<file path="src/rtl/useq_pkg.sv">
package useq_pkg;
   typedef enum logic [1:0] {
      SRC_INC = 2'b00,
      SRC_AD  = 2'b01,
      SRC_RET = 2'b10,
      SRC_MAP = 2'b11
   } src_e;

   typedef enum logic [1:0] {
      BR_JUMP = 2'b00,
      BR_CALL = 2'b01,
      BR_RET  = 2'b10,
      BR_MAP  = 2'b11
   } br_e;
endpackage

</file>
<file path="src/rtl/useq_cond_sel.sv">
module useq_cond_sel #(
   parameter int NUM_COND = 4,
   localparam int SEL_W = $clog2(NUM_COND)
) (
   input  logic [SEL_W-1:0]    sel_i,
   input  logic [NUM_COND-1:0] status_i,
   output logic                test_o
);
   if (NUM_COND < 2 || (NUM_COND & (NUM_COND - 1)) != 0) begin : g_bad_cond
      $error("useq_cond_sel: NUM_COND must be a power of two of at least 2");
   end

   assign test_o = status_i[sel_i];
endmodule

</file>
<file path="src/rtl/useq_input_logic.sv">
module useq_input_logic
   import useq_pkg::*;
(
   input  logic [1:0] br_i,
   input  logic       test_i,
   output src_e       src_o,
   output logic       push_o,
   output logic       pop_o
);
   always_comb begin
      src_o  = SRC_INC;
      push_o = 1'b0;
      pop_o  = 1'b0;
      case (br_i)
         BR_JUMP: if (test_i) src_o = SRC_AD;
         BR_CALL: if (test_i) begin
            src_o  = SRC_AD;
            push_o = 1'b1;
         end
         BR_RET: begin
            src_o = SRC_RET;
            pop_o = 1'b1;
         end
         default: src_o = SRC_MAP;
      endcase
   end

   always_comb begin
      AST_SAVE_WITH_JUMP: assert (!push_o || (src_o == SRC_AD && !pop_o)) else $error("save without jump source");
   end
endmodule

</file>
<file path="src/rtl/useq_ret_stack.sv">
module useq_ret_stack #(
   parameter int ADDR_W = 7,
   parameter int DEPTH  = 4
) (
   input  logic              clk,
   input  logic              rst,
   input  logic              push_i,
   input  logic              pop_i,
   input  logic [ADDR_W-1:0] push_data_i,
   output logic [ADDR_W-1:0] top_o
);
   if (DEPTH < 1 || DEPTH > 8 || (DEPTH & (DEPTH - 1)) != 0) begin : g_bad_depth
      $error("useq_ret_stack: DEPTH must be 1, 2, 4 or 8");
   end

   if (DEPTH == 1) begin : g_single
      logic [ADDR_W-1:0] ret_q;
      always_ff @(posedge clk) begin
         if (rst)         ret_q <= '0;
         else if (push_i) ret_q <= push_data_i;
      end
      assign top_o = ret_q;
   end else begin : g_stack
      localparam int PTR_W = $clog2(DEPTH);
      logic [ADDR_W-1:0] mem_q [DEPTH];
      logic [PTR_W-1:0]  sp_q;
      logic [PTR_W-1:0]  top_idx;

      assign top_idx = sp_q - 1'b1;
      assign top_o   = mem_q[top_idx];

      always_ff @(posedge clk) begin
         if (rst) begin
            sp_q <= '0;
            for (int i = 0; i < DEPTH; i++) mem_q[i] <= '0;
         end else if (push_i) begin
            mem_q[sp_q] <= push_data_i;
            sp_q        <= sp_q + 1'b1;
         end else if (pop_i) begin
            sp_q <= top_idx;
         end
      end
   end

   AST_PUSH_ON_TOP: assert property (@(posedge clk) disable iff (rst)
      push_i |=> top_o == $past(push_data_i)) else $error("pushed address not on top");
endmodule

</file>
<file path="src/rtl/useq_next_addr.sv">
module useq_next_addr
   import useq_pkg::*;
#(
   parameter int ADDR_W    = 7,
   parameter int NUM_COND  = 4,
   parameter int RET_DEPTH = 4,
   localparam int CD_W = $clog2(NUM_COND)
) (
   input  logic                clk,
   input  logic                rst,
   input  logic [CD_W-1:0]     cond_sel_i,
   input  logic [1:0]          br_type_i,
   input  logic [ADDR_W-1:0]   jump_addr_i,
   input  logic [NUM_COND-1:0] status_i,
   input  logic [ADDR_W-1:0]   map_addr_i,
   output logic [ADDR_W-1:0]   car_o
);
   if (ADDR_W < 2 || ADDR_W > 16) begin : g_bad_addr
      $error("useq_next_addr: ADDR_W out of range 2..16");
   end

   logic [ADDR_W-1:0] car_q;
   logic [ADDR_W-1:0] car_inc;
   logic [ADDR_W-1:0] car_next;
   logic [ADDR_W-1:0] ret_addr;
   logic              test;
   logic              push;
   logic              pop;
   src_e              src;

   assign car_inc = car_q + 1'b1;

   useq_cond_sel #(.NUM_COND(NUM_COND)) i_cond_sel (
      .sel_i    (cond_sel_i),
      .status_i (status_i),
      .test_o   (test)
   );

   useq_input_logic i_input_logic (
      .br_i   (br_type_i),
      .test_i (test),
      .src_o  (src),
      .push_o (push),
      .pop_o  (pop)
   );

   useq_ret_stack #(.ADDR_W(ADDR_W), .DEPTH(RET_DEPTH)) i_ret_stack (
      .clk         (clk),
      .rst         (rst),
      .push_i      (push),
      .pop_i       (pop),
      .push_data_i (car_inc),
      .top_o       (ret_addr)
   );

   always_comb begin
      case (src)
         SRC_INC: car_next = car_inc;
         SRC_AD:  car_next = jump_addr_i;
         SRC_RET: car_next = ret_addr;
         default: car_next = map_addr_i;
      endcase
   end

   always_ff @(posedge clk) begin
      if (rst) car_q <= '0;
      else     car_q <= car_next;
   end

   assign car_o = car_q;

   AST_RESET_ZERO: assert property (@(posedge clk)
      rst |=> car_o == '0) else $error("reset did not clear address");
   AST_MAP_DISPATCH: assert property (@(posedge clk) disable iff (rst)
      br_type_i == 2'b11 |=> car_o == $past(map_addr_i)) else $error("dispatch missed");
   AST_JUMP_TAKEN: assert property (@(posedge clk) disable iff (rst)
      (br_type_i[1] == 1'b0 && status_i[cond_sel_i]) |=> car_o == $past(jump_addr_i)) else $error("taken branch missed");
   AST_FALL_THROUGH: assert property (@(posedge clk) disable iff (rst)
      (br_type_i[1] == 1'b0 && !status_i[cond_sel_i]) |=> car_o == ADDR_W'($past(car_o) + 1'b1)) else $error("fall-through missed");
endmodule

</file>
<file path="config.mk">
export PLATFORM = sky130hd
export DESIGN_NAME = useq_next_addr
export DESIGN_NICKNAME = d
export VERILOG_FILES = /design/src/rtl/useq_pkg.sv /design/src/rtl/useq_cond_sel.sv /design/src/rtl/useq_input_logic.sv /design/src/rtl/useq_ret_stack.sv /design/src/rtl/useq_next_addr.sv
export SDC_FILE = /design/constraint.sdc
export NUM_CORES = 1
export LEC_CHECK = 0
export ABC_CLOCK_PERIOD_IN_PS = 5100
export CORE_MARGIN = 4
export CORE_UTILIZATION = 56
export DETAILED_ROUTE_END_ITERATION = 16
export GPL_TIMING_DRIVEN = 0
export PLACE_DENSITY = 0.89
export SLEW_MARGIN = 30
export SYNTH_ARGS = -nofsm -noshare
export SYNTH_HDL_FRONTEND = slang
export SYNTH_SLANG_ARGS = --single-unit
</file>
<file path="constraint.sdc">
create_clock -name clk -period 5.1 [get_ports clk]
set_input_delay 0.765 -clock clk [delete_from_list [all_inputs] [get_ports clk]]
set_output_delay 0.765 -clock clk [all_outputs]
set_load 0.02 [all_outputs]
</file>
==> run_results.csv <==
group,metric,value,unit
global_route,grt_util_all_layers,0.205,
detailed_routing,drt-total-wl,4.07,mm
setup_path,path_cells,"clkdlybuf4s50_1 > mux4_2 > buf_6 > nand3b_4 > or3_1 > buf_2 > nand2b_1",
clock_tree,clk_latency,0.34,ns
setup_path,required,5.11,ns
yosys,synthCells,150,
layout,antenna_cells,0,
layout,layout-area-overhead-vs-synth,20.9,%
clock_tree,cts.path.max_buffers,2,
yosys,synth_ff_type,"edfxtp_1",
yosys,synthSimpleGateAreaFrac,0.137,
detailed_routing,route.detailed.drc,0,
yosys,synth_xor_area_frac,0.0328,
die,boundaryPins,31,
clock_tree,clock-sinks,37,
global_route,grt_pass1_vias,1270,
die,fp.dieW,65.8,um
yosys,synth.distinct_cells,32,
pwr,pwr_density_cell,282,nW/um^2
clock_tree,cts_inserted_buffers,5,
setup_path,cp-end-kind,"register",
yosys,synth_seq_cells,37,
setup_path,worstReg2RegEnd,"i_ret_stack.g_stack.mem_q[0][6]",
setup_path,cp_num_cells,7,
global_route,grt_pass1_wl,6.30,mm
sta,layout_min_cycle_time,2.60,ns
setup_path,reg2reg_depth,4,
clock_tree,post_cts_buffers,0,
die,die-area,4330,um^2
layout,fill_cells,226,
clock_tree,cts-hold-fix-buffers,0,
setup_path,cp_top_family,"simple AND/OR/NAND/NOR gates",
yosys,ys_warn_count,0,
run_status,status,"complete, no violations",
clock_tree,cts_tree,"done",
setup_path,worstSetupEndpoint,"i_ret_stack.g_stack.mem_q[2][4]",
setup_path,worstSetupPathType,"input port to register",
pwr,p_leak,0.873,nW
sta,worst_pin_slew,0.571,ns
global_route,antenna_found_initial,0,
pwr,peakVddDrop,0.225,mV
yosys,synthMuxAreaShare,0.155,
yosys,synth_area_per_cell,12.5,um^2
yosys,synthArstFlopShare,0,
clock_tree,cts_max_level,2,
placed_design,placedCellCount,222,
sta,slew_headroom,0.618,
yosys,ys_seq_area_frac,0.545,
yosys,yosys.area_share.adder,0.00668,
placed_design,finalWeightedCongestion,0.796,
setup_path,crit_fanout,10,
sta,fmax,384,MHz
worst_hold_path,hold_path.class,"register to register",
yosys,synth_edf_count,28,
global_route,grt_max_degree,13,
detailed_routing,viasPerCell,5.54,
sta,rsz0062_at_grt,"false",
sta,fin_tns_setup,0,ns
yosys,syn_area,1870,um^2
layout,layout.nets,210,
detailed_routing,wl_per_cell,17.7,um
yosys,synth_top_family_by_area,"multiplexers",
global_route,use_met2,0.348,
detailed_routing,ant_nets,0,
run,drv_cap,0,
setup_path,timing.reg2reg.setup_slack,3.21,ns
sta,skew,0.0103,ns
sta,fin_crit_sh,0.510,
clock_tree,clock-root-buffer,"clkbuf_4",
yosys,synth.net_count,175,
layout,stdcell_count,230,
setup_path,slowest_stage,"clkdlybuf4s50_1",
global_route,grt_overflow,0,
sta,final_hold_viol_count,0,
layout,register_area,1020,um^2
sta,setup_violations,0,
setup_path,critPathBufInv,3,
yosys,synth_compound_area_frac,0.0695,
detailed_routing,drtPass1Iterations,4,
layout,multi_input_area,751,um^2
die,start_util,0.598,
global_route,use_met3,0.0561,
layout,drive_gt1_frac,0.183,
setup_path,slowest_delay,0.42,ns
global_route,top_usage_layer,"met2",
die,coreArea,3130,um^2
clock_tree,clk_pin_slew,0.11,ns
detailed_routing,vias,1275,
setup_path,cp_data_arrival_time,2.61,ns
placed_design,dp_hpwl,3.09,mm
clock_tree,cts-resized-gates,0,
setup_path,worstSetupStartpointType,"input port",
global_route,use_met1,0.251,
die,die_h,65.8,um
sta,drv_slew,0,
placed_design,portBuffers,28,
die,rows,20,
detailed_routing,drt_iter0_drc,105,
setup_path,rr_startpoint,"car_o[0]",
setup_path,critical_path.startpoint,"cond_sel_i[0]",
[layout make-up]
type / instances / share of cell area
Buffer: 11 / 0.0326
Clock buffer: 5 / 0.0166
Clock inverter: 3 / 0.00774
Inverter: 7 / 0.0116
Multi-Input combinational cell: 95 / 0.332
Sequential cell: 37 / 0.451
Tap cell: 44 / 0.0243
Timing Repair Buffer: 28 / 0.124
[kinds of logic (layout without fill, tap and decap cells)]
family                   count (synthesis)  in the layout
buffers and inverters                   18             54
multiplexers                            19             19
adder cells (fa/ha/maj)                  1              1
AND/OR/NAND/NOR                         50             50
XOR/XNOR                                 7              7
flip-flops                              37             37
AO/OA/AOI/OAI                           18             18
[cells in the mapped netlist, types with 2 or more instances]
cell type / n / area [um^2]
a211oi_1: 4 / 30.0
a21oi_1: 5 / 25.0
a22o_1: 2 / 17.5
a41o_1: 2 / 20.0
buf_2: 5 / 25.0
buf_6: 3 / 33.8
clkbuf_1: 2 / 7.51
dfxtp_1: 9 / 180
edfxtp_1: 28 / 841
inv_1: 7 / 26.3
mux2i_1: 11 / 110
mux4_2: 8 / 180
nand2b_1: 2 / 12.5
nand3_1: 4 / 20.0
nor2_1: 30 / 113
nor2_2: 6 / 37.5
o21a_1: 2 / 15.0
xnor2_1: 2 / 17.5
xor2_1: 5 / 43.8
[stage by stage]
step | setup slack, ns | hold slack [ns] | power, mW | utilization | instance area [um^2]
floorplan | 2.77 | 0.531 | 0.445 | - | 1870
global placement | 2.17 | 0.555 | 0.490 | 0.706 | 2210
detailed placement | 2.14 | 0.617 | 0.496 | 0.706 | 2210
CTS | 2.51 | 0.647 | 0.641 | 0.723 | 2260
global route | 2.43 | 0.687 | 0.668 | 0.723 | 2260
finish | 2.50 | 0.648 | 0.637 | 0.723 | 2260
[cells in the final DEF, fill, tap and decap left out, drive strengths merged, types with 2 or more instances in the layout]
cell / instances
inv: 7
a41o: 2
edfxtp: 28
mux2i: 11
clkinv: 2
nand2b: 2
xnor2: 2
clkdlybuf4s50: 28
a211oi: 4
a21oi: 5
mux4: 8
nand3: 4
dfxtp: 9
buf: 9
clkbuf: 7
nor2: 37
o21a: 2
a22o: 2
xor2: 5
[how the worst min path moves through the flow]
stage / to / startpoint / cells after the start / slack, ns
after floorplan: i_ret_stack.g_stack.sp_q[1] / i_ret_stack.g_stack.sp_q[1] / 3 / 0.53
after global placement: i_ret_stack.g_stack.sp_q[1] / i_ret_stack.g_stack.sp_q[1] / 3 / 0.55
after detailed placement: i_ret_stack.g_stack.sp_q[1] / i_ret_stack.g_stack.sp_q[1] / 3 / 0.62
after CTS: i_ret_stack.g_stack.sp_q[1] / i_ret_stack.g_stack.sp_q[1] / 3 / 0.65
after global routing: i_ret_stack.g_stack.sp_q[1] / i_ret_stack.g_stack.sp_q[1] / 3 / 0.69
final: i_ret_stack.g_stack.sp_q[1] / i_ret_stack.g_stack.sp_q[1] / 3 / 0.65
[tightest hold or removal path: cells and delay by family (launching register included)]
kind	cells	cell delay [ns]
buffers and inverters	1	0.10
DFF	1	0.34
xor gates and xnor gates	1	0.13
and+or+nand+nor	1	0.04
[routing by layer]
| layer | up-vias | routed length (um) |
|---|---|---|
| met5 | - | 0 |
| met4 | 0 | 47 |
| met3 | 5 | 265 |
| met2 | 40 | 2220 |
| met1 | 618 | 1540 |
| li1 | 612 | - |
[where the power goes]
group	switching (mW)	leakage (nW)	internal, mW
Sequential	0.0121	0.365	0.342
Combinational	0.0690	0.477	0.0663
Clock	0.0957	0.0310	0.0519
[registers in the layout (all words and copies together), names as in the netlist]
register,flops
i_ret_stack.g_stack.mem_q,28
car_o,7
i_ret_stack.g_stack.sp_q,2
No activity file was read; power rests on OpenSTA's default activity.
